File: config.mk
export PLATFORM = sky130hd
export DESIGN_NAME = bit_timing_unit
export DESIGN_NICKNAME = d
export VERILOG_FILES = /design/src/rtl/btu_pkg.sv /design/src/rtl/bt_cfg_regs.sv /design/src/rtl/bt_quantum.sv /design/src/rtl/bt_segseq.sv /design/src/rtl/bit_timing_unit.sv
export SDC_FILE = /design/constraint.sdc
export NUM_CORES = 1
export LEC_CHECK = 0
export BUFFER_PORTS_ARGS = -buffer_cell sky130_fd_sc_hd__buf_2
export CORE_MARGIN = 1
export CORE_UTILIZATION = 61
export CTS_CLUSTER_SIZE = 20
export DETAILED_ROUTE_END_ITERATION = 10
export PLACE_DENSITY = 0.84
export SYNTH_ARGS = -nofsm -noshare
export SYNTH_HDL_FRONTEND = slang
export SYNTH_SLANG_ARGS = --single-unit
File: constraint.sdc
create_clock -name clk -period 6.9 [get_ports clk]
set_input_delay 1.035 -clock clk [delete_from_list [all_inputs] [get_ports clk]]
set_output_delay 1.035 -clock clk [all_outputs]
set_load 0.02 [all_outputs]
File: src/rtl/btu_pkg.sv
// Package: shared constants and the register select encoding for the
// bit-time configuration unit. Assumes 8-bit software registers.
package btu_pkg;
    localparam int REG_W = 8;

    typedef enum logic {
        SEL_PRESC = 1'b0,
        SEL_SEG   = 1'b1
    } btu_sel_e;
endpackage

File: src/rtl/bt_cfg_regs.sv
// Module: bt_cfg_regs
// Holds the staged timing registers behind the initialization gate. It also
// holds the initialization bit and the working copy. Assumes one write port.
// Assumes the working copy is taken from the staged values as they stood
// before the clock of an accepted release.
module bt_cfg_regs
    import btu_pkg::*;
#(
    parameter int PRESC_W = 6,
    parameter int SEG1_W  = 4,
    parameter int SEG2_W  = 3
) (
    input  logic               clk,
    input  logic               rst_n,
    input  logic               wr_en,
    input  logic               wr_sel,
    input  logic [REG_W-1:0]   wr_data,
    input  logic               init_wr_en,
    input  logic               init_wr_val,
    input  logic               bus_off,
    output logic               init_q,
    output logic [PRESC_W-1:0] work_presc,
    output logic [REG_W-PRESC_W-1:0] work_jump,
    output logic [SEG1_W-1:0]  work_seg1,
    output logic [SEG2_W-1:0]  work_seg2,
    output logic               work_triple
);
    localparam int S2_LO = SEG1_W;
    localparam int S2_HI = SEG1_W + SEG2_W - 1;

    logic [REG_W-1:0] stage_a, stage_b;
    logic [REG_W-1:0] work_a, work_b;
    logic             wr_ok, exit_req, exit_ok, seg_zero;

    // Gate and release decisions.
    always_comb begin
        wr_ok    = init_q && !bus_off;
        seg_zero = (stage_b[SEG1_W-1:0] == '0) && (stage_b[S2_HI:S2_LO] == '0);
        exit_req = init_wr_en && !init_wr_val && init_q;
        exit_ok  = exit_req && !seg_zero;
    end

    // Staged registers: accept software writes only when writable.
    always_ff @(posedge clk) begin
        if (!rst_n) begin
            stage_a <= '0;
            stage_b <= '0;
        end else if (wr_en && wr_ok) begin
            if (btu_sel_e'(wr_sel) == SEL_SEG) stage_b <= wr_data;
            else                               stage_a <= wr_data;
        end
    end

    // Initialization bit: a set is always accepted, a clear only when legal.
    always_ff @(posedge clk) begin
        if (!rst_n)                       init_q <= 1'b1;
        else if (init_wr_en && init_wr_val) init_q <= 1'b1;
        else if (exit_ok)                 init_q <= 1'b0;
    end

    // Working copy: loaded on an accepted release only.
    always_ff @(posedge clk) begin
        if (!rst_n) begin
            work_a <= '0;
            work_b <= '0;
        end else if (exit_ok) begin
            work_a <= stage_a;
            work_b <= stage_b;
        end
    end

    // Field extraction from the working copy.
    always_comb begin
        work_presc  = work_a[PRESC_W-1:0];
        work_jump   = work_a[REG_W-1:PRESC_W];
        work_seg1   = work_b[SEG1_W-1:0];
        work_seg2   = work_b[S2_HI:S2_LO];
        work_triple = work_b[REG_W-1];
    end

    assert_stage_locked_R3: assert property (@(posedge clk) disable iff (!rst_n)
        (!init_q || bus_off) |=> ($stable(stage_a) && $stable(stage_b)))
        else $error("staged register changed while locked");

    assert_work_holds_R4: assert property (@(posedge clk) disable iff (!rst_n)
        !(init_q && init_wr_en && !init_wr_val) |=> ($stable(work_a) && $stable(work_b)))
        else $error("working copy changed without a release");

    assert_exit_refused_R5: assert property (@(posedge clk) disable iff (!rst_n)
        (init_q && init_wr_en && !init_wr_val && seg_zero) |=> init_q)
        else $error("release accepted with zero segments");
endmodule

File: src/rtl/bt_quantum.sv
// Module: bt_quantum
// Divides the system clock into time quanta of presc+1 clocks. Assumes presc
// is constant while run is high. The counter is held at zero while not running.
module bt_quantum #(
    parameter int PRESC_W = 6
) (
    input  logic               clk,
    input  logic               rst_n,
    input  logic               run,
    input  logic [PRESC_W-1:0] presc,
    output logic               tq_tick,
    output logic               q_first
);
    logic [PRESC_W-1:0] pc;

    // Prescaler counter: counts 0..presc, then wraps.
    always_ff @(posedge clk) begin
        if (!rst_n || !run) pc <= '0;
        else if (pc == presc) pc <= '0;
        else                pc <= pc + PRESC_W'(1);
    end

    // Quantum boundary decode.
    always_comb begin
        tq_tick = run && (pc == presc);
        q_first = run && (pc == '0);
    end

    assert_tick_spacing_R6: assert property (@(posedge clk) disable iff (!rst_n)
        (tq_tick && presc != '0 && run) |=> !tq_tick)
        else $error("quantum ticks too close");
endmodule

File: src/rtl/bt_segseq.sv
// Module: bt_segseq
// Counts quanta through sync, segment 1 and segment 2. It decodes the
// bit-start and sample strobes. Assumes the segment fields are constant
// while run is high.
module bt_segseq #(
    parameter int SEG1_W = 4,
    parameter int SEG2_W = 3
) (
    input  logic              clk,
    input  logic              rst_n,
    input  logic              run,
    input  logic              tq_tick,
    input  logic              q_first,
    input  logic [SEG1_W-1:0] seg1,
    input  logic [SEG2_W-1:0] seg2,
    input  logic              triple,
    output logic              bit_start,
    output logic              sample_stb
);
    localparam int QW = ((SEG1_W > SEG2_W) ? SEG1_W : SEG2_W) + 2;

    logic [QW-1:0] q_idx, q_last, s1_ext;
    logic          hit_main, hit_pre1, hit_pre2;

    // Bit length and sample point positions.
    always_comb begin
        s1_ext   = QW'(seg1);
        q_last   = QW'(2) + s1_ext + QW'(seg2);
        hit_main = (q_idx == s1_ext + QW'(1));
        hit_pre1 = triple && (q_idx == s1_ext);
        hit_pre2 = triple && (q_idx + QW'(1) == s1_ext);
    end

    // Quantum index within the bit.
    always_ff @(posedge clk) begin
        if (!rst_n || !run)  q_idx <= '0;
        else if (tq_tick) begin
            if (q_idx == q_last) q_idx <= '0;
            else                 q_idx <= q_idx + QW'(1);
        end
    end

    // Strobe decode.
    always_comb begin
        bit_start  = q_first && (q_idx == '0);
        sample_stb = tq_tick && (hit_main || hit_pre1 || hit_pre2);
    end

    assert_index_bound_R7: assert property (@(posedge clk) disable iff (!rst_n)
        run |-> (q_idx <= q_last))
        else $error("quantum index beyond bit end");

    assert_bit_wrap_R7: assert property (@(posedge clk) disable iff (!rst_n)
        (tq_tick && q_idx == q_last && run) |=> (bit_start || !run))
        else $error("no bit start after last quantum");
endmodule

File: src/rtl/bit_timing_unit.sv
// Module: bit_timing_unit (top)
// Connects the configuration gate, the quantum divider and the segment
// sequencer. The generator runs only while initialization is released.
module bit_timing_unit
    import btu_pkg::*;
#(
    parameter int PRESC_W = 6,
    parameter int SEG1_W  = 4,
    parameter int SEG2_W  = 3
) (
    input  logic               clk,
    input  logic               rst_n,
    input  logic               wr_en,
    input  logic               wr_sel,
    input  logic [7:0]         wr_data,
    input  logic               init_wr_en,
    input  logic               init_wr_val,
    input  logic               bus_off,
    output logic               init_mode,
    output logic [PRESC_W-1:0] act_presc,
    output logic [7-PRESC_W:0] act_jump,
    output logic [SEG1_W-1:0]  act_seg1,
    output logic [SEG2_W-1:0]  act_seg2,
    output logic               act_triple,
    output logic               tq_tick,
    output logic               bit_start,
    output logic               sample_stb
);
    logic run, q_first;

    // Generator enable follows the released initialization bit.
    always_comb run = !init_mode;

    bt_cfg_regs #(.PRESC_W(PRESC_W), .SEG1_W(SEG1_W), .SEG2_W(SEG2_W)) u_cfg (
        .clk(clk), .rst_n(rst_n), .wr_en(wr_en), .wr_sel(wr_sel),
        .wr_data(wr_data), .init_wr_en(init_wr_en), .init_wr_val(init_wr_val),
        .bus_off(bus_off), .init_q(init_mode), .work_presc(act_presc),
        .work_jump(act_jump), .work_seg1(act_seg1), .work_seg2(act_seg2),
        .work_triple(act_triple)
    );

    bt_quantum #(.PRESC_W(PRESC_W)) u_quantum (
        .clk(clk), .rst_n(rst_n), .run(run), .presc(act_presc),
        .tq_tick(tq_tick), .q_first(q_first)
    );

    bt_segseq #(.SEG1_W(SEG1_W), .SEG2_W(SEG2_W)) u_seq (
        .clk(clk), .rst_n(rst_n), .run(run), .tq_tick(tq_tick),
        .q_first(q_first), .seg1(act_seg1), .seg2(act_seg2),
        .triple(act_triple), .bit_start(bit_start), .sample_stb(sample_stb)
    );

    assert_idle_in_init_R10: assert property (@(posedge clk) disable iff (!rst_n)
        init_mode |-> (!tq_tick && !bit_start && !sample_stb))
        else $error("strobe while in initialization");
endmodule

==> metrics, run 1 <==
number of global-route vias before repair=1892; core area=0.00380 mm^2; Max VDD drop=0.158 mV; H-tree depth=2; clock tree sinks=45; Main synth FF type=dfxtp_1; port buffer count=34; clk_lat worst skew=0.30 ns; CP required=5.86 ns; Slowest-stage cell, CP=dfxtp_1; crit path kind=flip-flop to primary output; post-route setup TNS=0 ns; via/cell ratio=5.66; Diodes inserted=0; max cap viols=0; I/O Pins=35; crit-path cells=nand3_1, nor2_1, a211oi_1, a211o_1, a221oi_1, o31a_1, buf_2; Post-synth EDFFs=0; Least-Margin Pin Slew=1.15 ns; largest net degree at the start of global routing=36; placed cell area=0.00266 mm^2; TritonCTS clock tree=built; final instance area=0.00277 mm^2; antenna violations before repair=0; CTS resizes=0; global route overflow=0; sequential share of the synthesized area=36.1%; Synth cell types=46; fin crit period=3.31 ns; register area=901 um^2; Clock Skew=0.00691 ns; r2r worst-path depth=8; DP HPWL=3.59 mm; critical path's top delay family=compound AO/OA/AOI/OAI gates; CTS Hold Bufs=0; fmax=0.302 GHz; Worst Path Arrival=2.27 ns; CTS max path bufs=2; R2R Setup Slk=4.21 ns; first-pass GRT wire length=8.37 mm; DRC=0; total number of vias=2019; post-CTS setup buffers=0; GRT Util Overall=25.3%; count of state elements after synthesis=45; PwrDens=182 mW/mm^2; clock buffer count from CTS=5; Clk Tree Root Cell=clkbuf_8; die area=0.00436 mm^2; Die Ht=66 um; WL final=5.03 mm; Critical Path Fanout Max=15; status=complete, no violations; CP Launch Type=flip-flop; critical path's largest stage delay=0.63 ns; 1st-iter DRT viols=91; Reg clk slew, reported paths=0.08 ns; GP Congestion=0.848; drt pass-1 iters=4; WL/cell=14.1 um; period utilisation layout=47.9%; Hold WC Path Type=flip-flop to flip-flop; antenna-violating nets left=0; Max Slew Vio Count=0; final setup fails=0; hold depth=2; Post-synth ARST share=0%; multi-input logic area=0.00149 mm^2; area grow syn2layout=11.0%; Avg Synthesized Cell Area=8.83 um^2; max_slew headroom=23.0%; Critical Path End Type=primary output; Synth Warn #=0; row count=22; CP Buf/Inv Count=1; Chip Width=66 um; share of layout cells above drive strength 1=15.2%; Final #Nets=333; Post-Syn Area=0.00250 mm^2; Final Hold Violating Endpoints=0; Post-Synthesis Cells=283; Initial Util=65.8%; leakage power=1.08 nW; Syn Nets=308; RSZ-0062 raised after global routing=false; fillers=292; Crit path depth=7; final core occ=73.0%
==> per-stage QoR <==
step | std cells | setup slack, ns | hold WS, ns | power [mW]
after floorplan | 283 | 4.06 | 0.443 | 0.296
after global placement | 349 | 4.02 | 0.458 | 0.307
after detailed placement | 349 | 3.95 | 0.474 | 0.307
after CTS | 357 | 3.61 | 0.485 | 0.508
after global routing | 357 | 3.47 | 0.520 | 0.522
final | 357 | 3.59 | 0.479 | 0.505
==> where the power goes <==
group | switching (mW) | internal, mW | leakage [nW]
Clock | 0.0854 | 0.118 | 0.0585
Combinational | 0.0181 | 0.0159 | 0.659
Sequential | 0.00375 | 0.264 | 0.364
Total | 0.107 | 0.397 | 1.08
==> sequential cells by signal, indices dropped and copies added (netlist names) <==
| name | flops |
|---|---|
| u_quantum.pc | 6 |
| u_cfg.init_q | 1 |
| u_seq.q_idx | 6 |
| u_cfg.work_a | 8 |
| u_cfg.stage_a | 8 |
| u_cfg.work_b | 8 |
| u_cfg.stage_b | 8 |
==> path summary, 6_finish.rpt <==
path | startpoint | endpoint
max | u_seq.q_idx[2]$_SDFFE_PP0P_ | sample_stb
min | u_cfg.stage_b[7]$_SDFFE_PN0P_ | u_cfg.stage_b[7]$_SDFFE_PN0P_
max reg2reg | u_cfg.work_b[2]$_SDFFE_PN0P_ | u_seq.q_idx[0]$_SDFFE_PP0P_
min reg2reg | u_cfg.stage_b[7]$_SDFFE_PN0P_ | u_cfg.stage_b[7]$_SDFFE_PN0P_
==> area by class of cell <==
| cell class | instances | area share [%] |
|---|---|---|
| Tap cell | 48 | 2.17 |
| Sequential cell | 45 | 32.5 |
| Inverter | 7 | 0.948 |
| Clock inverter | 1 | 1.08 |
| Timing Repair Buffer | 35 | 6.41 |
| Multi-Input combinational cell | 214 | 53.8 |
| Clock buffer | 7 | 3.11 |
==> worst reg2reg max path, delay by kind of cell, from the launching register on <==
| kind | cells | cell delay, ns |
|---|---|---|
| AOI/OAI and AO/OA | 3 | 0.86 |
| adders and majority gates | 2 | 0.66 |
| DFF | 1 | 0.57 |
| muxes | 1 | 0.28 |
| and+or+nand+nor | 2 | 0.20 |
==> logic make-up after synthesis <==
family | share of synthesized area [%]
flip-flops | 36.1
AND/OR/NAND/NOR | 24.8
AO/OA/AOI/OAI | 9.71
XOR/XNOR | 10.6
adder cells (fa/ha/maj) | 5.31
multiplexers | 8.86
buffers and inverters | 4.66
==> routing by layer <==
layer / vias to the layer above / GRT usage [%] / routed length (um)
li1: 1014 / - / -
met1: 957 / 31.5 / 2320
met2: 40 / 41.6 / 2450
met3: 8 / 5.69 / 183
met4: 0 / 11.2 / 74
met5: - / 0 / 0
==> synthesized netlist by cell type, types with 2 or more instances <==
cell type / instances / share of area, %
dfxtp_1: 45 / 36
nand2_1: 32 / 4.8
nor2b_1: 24 / 6.0
mux2i_1: 21 / 8.4
nor2_1: 19 / 2.9
xnor2_1: 15 / 5.3
xor2_1: 12 / 4.2
a21boi_0: 10 / 3.0
ha_1: 9 / 4.5
nand3_1: 9 / 1.8
clkbuf_1: 7 / 1.1
inv_1: 7 / 1.1
a21oi_1: 6 / 1.2
buf_2: 6 / 1.2
nand2b_1: 6 / 1.5
nor4_1: 5 / 1.3
nor3_1: 4 / 0.80
or3_1: 4 / 1.0
and3_1: 3 / 0.75
buf_4: 3 / 0.90
nand4_1: 3 / 0.75
o21ai_0: 3 / 0.60
a211oi_1: 2 / 0.60
a21boi_1: 2 / 0.60
a31oi_1: 2 / 0.50
nand3b_1: 2 / 0.60
nor3b_1: 2 / 0.60
o211ai_1: 2 / 0.60
==> placed cells by master (no fill, tap or decap), types with 7 or more instances in the layout <==
master     n
ha_1       9
a21boi_0  10
buf_2     34
nand2_1   32
mux2i_1   21
nand3_1    9
xnor2_1   15
xor2_1    12
nor2b_1   24
nor2_1    19
inv_1      7
dfxtp_1   45
Note: power is estimated with default switching activity, not from simulation.
==> inputs of run 2 (changes only) <==
Settings changed: CORE_UTILIZATION 61 to 51, PLACE_DENSITY 0.84 to 0.75.
Clock period 6.9 ns to 2.9 ns, I/O delays scaled along.
==> run 2 against run 1 <==
- global-route usage is 4.5 points lower
- hold slack worse by 0.082 ns
- sequential power is 140% higher
- clock skew is 0.0033 ns lower
- combinational power is 150% higher
- die area is 19% higher
- core utilization is 13 points lower
- sequential share of layout area is 0.76 points lower
- cell count is 7.0% higher
- total power is 140% higher
- register-to-register slack worse by 3.9 ns
- critical path depth is 1 higher
- largest power group unchanged
==> metrics, run 2 (synthesis results as in run 1) <==
most used cell, CP=ha_1; via/cell ratio=5.32 (was 5.66); met1 wire length=2.45 mm (was 2.32 mm); highest-count cells in the layout ignoring fill and taps=dfxtp_1, buf_2, nand2_1 (unchanged); Max Slew Vio Count=0 (unchanged); GP Congestion=0.840 (was 0.848); GRT Util Overall=20.9% (was 25.3%); DRC=0 (unchanged); TritonCTS clock tree=built (unchanged); critical path's largest stage delay=0.54 ns (was 0.63 ns); final setup fails=0 (unchanged); clk_lat worst skew=0.28 ns (was 0.30 ns); I/O Pins=35 (unchanged); WL final=4.97 mm (was 5.03 mm); period utilisation layout=89.8%; dpl cells=374 (was 349); crit path kind=flip-flop to flip-flop (was flip-flop to primary output); Die Ht=72.0 um (was 66 um); clock buffer count from CTS=5 (unchanged); total number of vias=2033 (was 2019); Least-Margin Pin Slew=0.510 ns (was 1.15 ns); CTS max path bufs=2 (unchanged); CTS Hold Bufs=0 (unchanged); 1st-iter DRT viols=127 (was 91); fmax=0.384 GHz; first-pass GRT wire length=8.49 mm (was 8.37 mm); status=complete, no violations (unchanged); Critical Path End Type=flip-flop (was primary output); max_slew headroom=66.0% (was 23.0%); fin crit period=2.60 ns; Worst Path Arrival=2.79 ns (was 2.27 ns); die area=0.00518 mm^2 (was 0.00436 mm^2); post-route setup TNS=0 ns (unchanged); DP HPWL=3.70 mm (was 3.59 mm); most common cell after layout, fill and taps aside=dfxtp_1 (unchanged); crit-path cells=ha_1, ha_1, a21oi_1, nand2_1, mux2_2, a311o_1, a21boi_1, o21a_1 (was nand3_1, nor2_1, a211oi_1, a211o_1, a221oi_1, o31a_1, buf_2); Initial Util=52.9% (was 65.8%); core area=0.00472 mm^2 (was 0.00380 mm^2); global route overflow=0 (unchanged); antenna violations before repair=0 (unchanged); Hold WC Path Type=input pin to flip-flop (was flip-flop to flip-flop); max cap viols=0 (unchanged); port buffer count=34 (unchanged); CP required=3.08 ns (was 5.86 ns); Final Hold Violating Endpoints=0 (unchanged); leakage power=1.11 nW (was 1.08 nW); Reg clk slew, reported paths=0.08 ns (about the same); number of global-route vias before repair=1828 (was 1892); area grow syn2layout=13.8% (was 11.0%); RSZ-0062 raised after global routing=false (unchanged); CP Launch Type=flip-flop (unchanged); largest net degree at the start of global routing=36 (unchanged); PwrDens=422 mW/mm^2 (was 182 mW/mm^2); clock tree sinks=45 (unchanged); H-tree depth=2 (unchanged); Clk Tree Root Cell=clkbuf_8 (unchanged); Final Non-Filler Cells=382 (was 357); row count=25 (was 22); share of layout cells above drive strength 1=17.1% (was 15.2%); Clock Skew=0.00366 ns (was 0.00691 ns); WL/cell=13.0 um (was 14.1 um); Diodes inserted=0 (unchanged); routed wl met3=148 um (was 183 um); Routed met2 length=2.34 mm (was 2.45 mm); Slowest-stage cell, CP=dfxtp_1 (unchanged); Max VDD drop=0.309 mV (was 0.158 mV); Final #Nets=339 (was 333); antenna-violating nets left=0 (unchanged); Critical Path Fanout Max=11 (was 15); Chip Width=72.0 um (was 66 um); Top Metal Used=met4 (unchanged); drt pass-1 iters=4 (unchanged)
==> run 2: cell count changes in the layout (fill, tap and decap cells not counted) <==
| cell | delta |
|---|---|
| dfxtp_1 | -1 |
| buf_4 | +6 |
| dfxtp_2 | +1 |
==> run 2: through the flow <==
| stage | utilization, % | hold WS (ns) | worst slack (ns) | total power, mW | cell area (um^2) |
|---|---|---|---|---|---|
| finish | 60.2 | 0.398 | 0.295 | 1.20 | 2840 |
| global route | 60.2 | 0.397 | 0.0945 | 1.24 | 2840 |
| CTS | 60.2 | 0.389 | 0.208 | 1.21 | 2840 |
| detailed placement | 57.7 | 0.469 | 0.304 | 0.735 | 2730 |
| global placement | 57.7 | 0.459 | 0.382 | 0.733 | 2730 |
| floorplan | - | 0.443 | 0.441 | 0.705 | 2500 |
==> run 2: worst paths after layout <==
path / from / cells after the start / endpoint / slack, ns
worst max-delay path: u_cfg.work_b[2]$_SDFFE_PN0P_ / 8 / u_seq.q_idx[2]$_SDFFE_PP0P_ / 0.30
worst min-delay path: init_wr_en / 3 / u_cfg.init_q$_SDFFE_PP1P_ / 0.40
worst max register to register: u_cfg.work_b[2]$_SDFFE_PN0P_ / 8 / u_seq.q_idx[2]$_SDFFE_PP0P_ / 0.30
worst min register to register: u_cfg.stage_b[7]$_SDFFE_PN0P_ / 2 / u_cfg.stage_b[7]$_SDFFE_PN0P_ / 0.48
==> run 2: layout make-up <==
cell class | instances | area, um^2
fillers | 433 | 1880
repair buffers | 41 | 223
inverters | 7 | 26.3
multi-input cells | 214 | 1490
flip-flops and latches | 45 | 902
clock buffers | 7 | 86.3
clock inverters | 1 | 30.0
well taps | 67 | 83.8
==> run 2: repair_timing <==
action | in CTS | in global routing
endpoints found under the setup margin | 0 | 1
setup buffers | 0 | 0
resized for setup | 0 | 1
==> run 2: routing by layer <==
layer | global-route usage [%] | vias up
met1 | 28.3 | 963
li1 | - | 1031
met2 | 34.4 | 37
met3 | 3.89 | 2
met5 | 0 | -
met4 | 5.23 | 0
==> run 2: report_power, final <==
part / internal (mW) / leakage, nW / switching (mW)
Clock: 0.281 / 0.0585 / 0.199
Sequential: 0.627 / 0.364 / 0.00841
Combinational: 0.0399 / 0.691 / 0.0443
Total: 0.948 / 1.11 / 0.251
==> run 2: worst max-delay path: cells and delay by family, from the launching register on <==
kind	cells	cell delay, ns
AOI/OAI and AO/OA	4	0.93
adders and majority gates	2	0.64
DFF	1	0.54
muxes	1	0.28
and+or+nand+nor	1	0.11
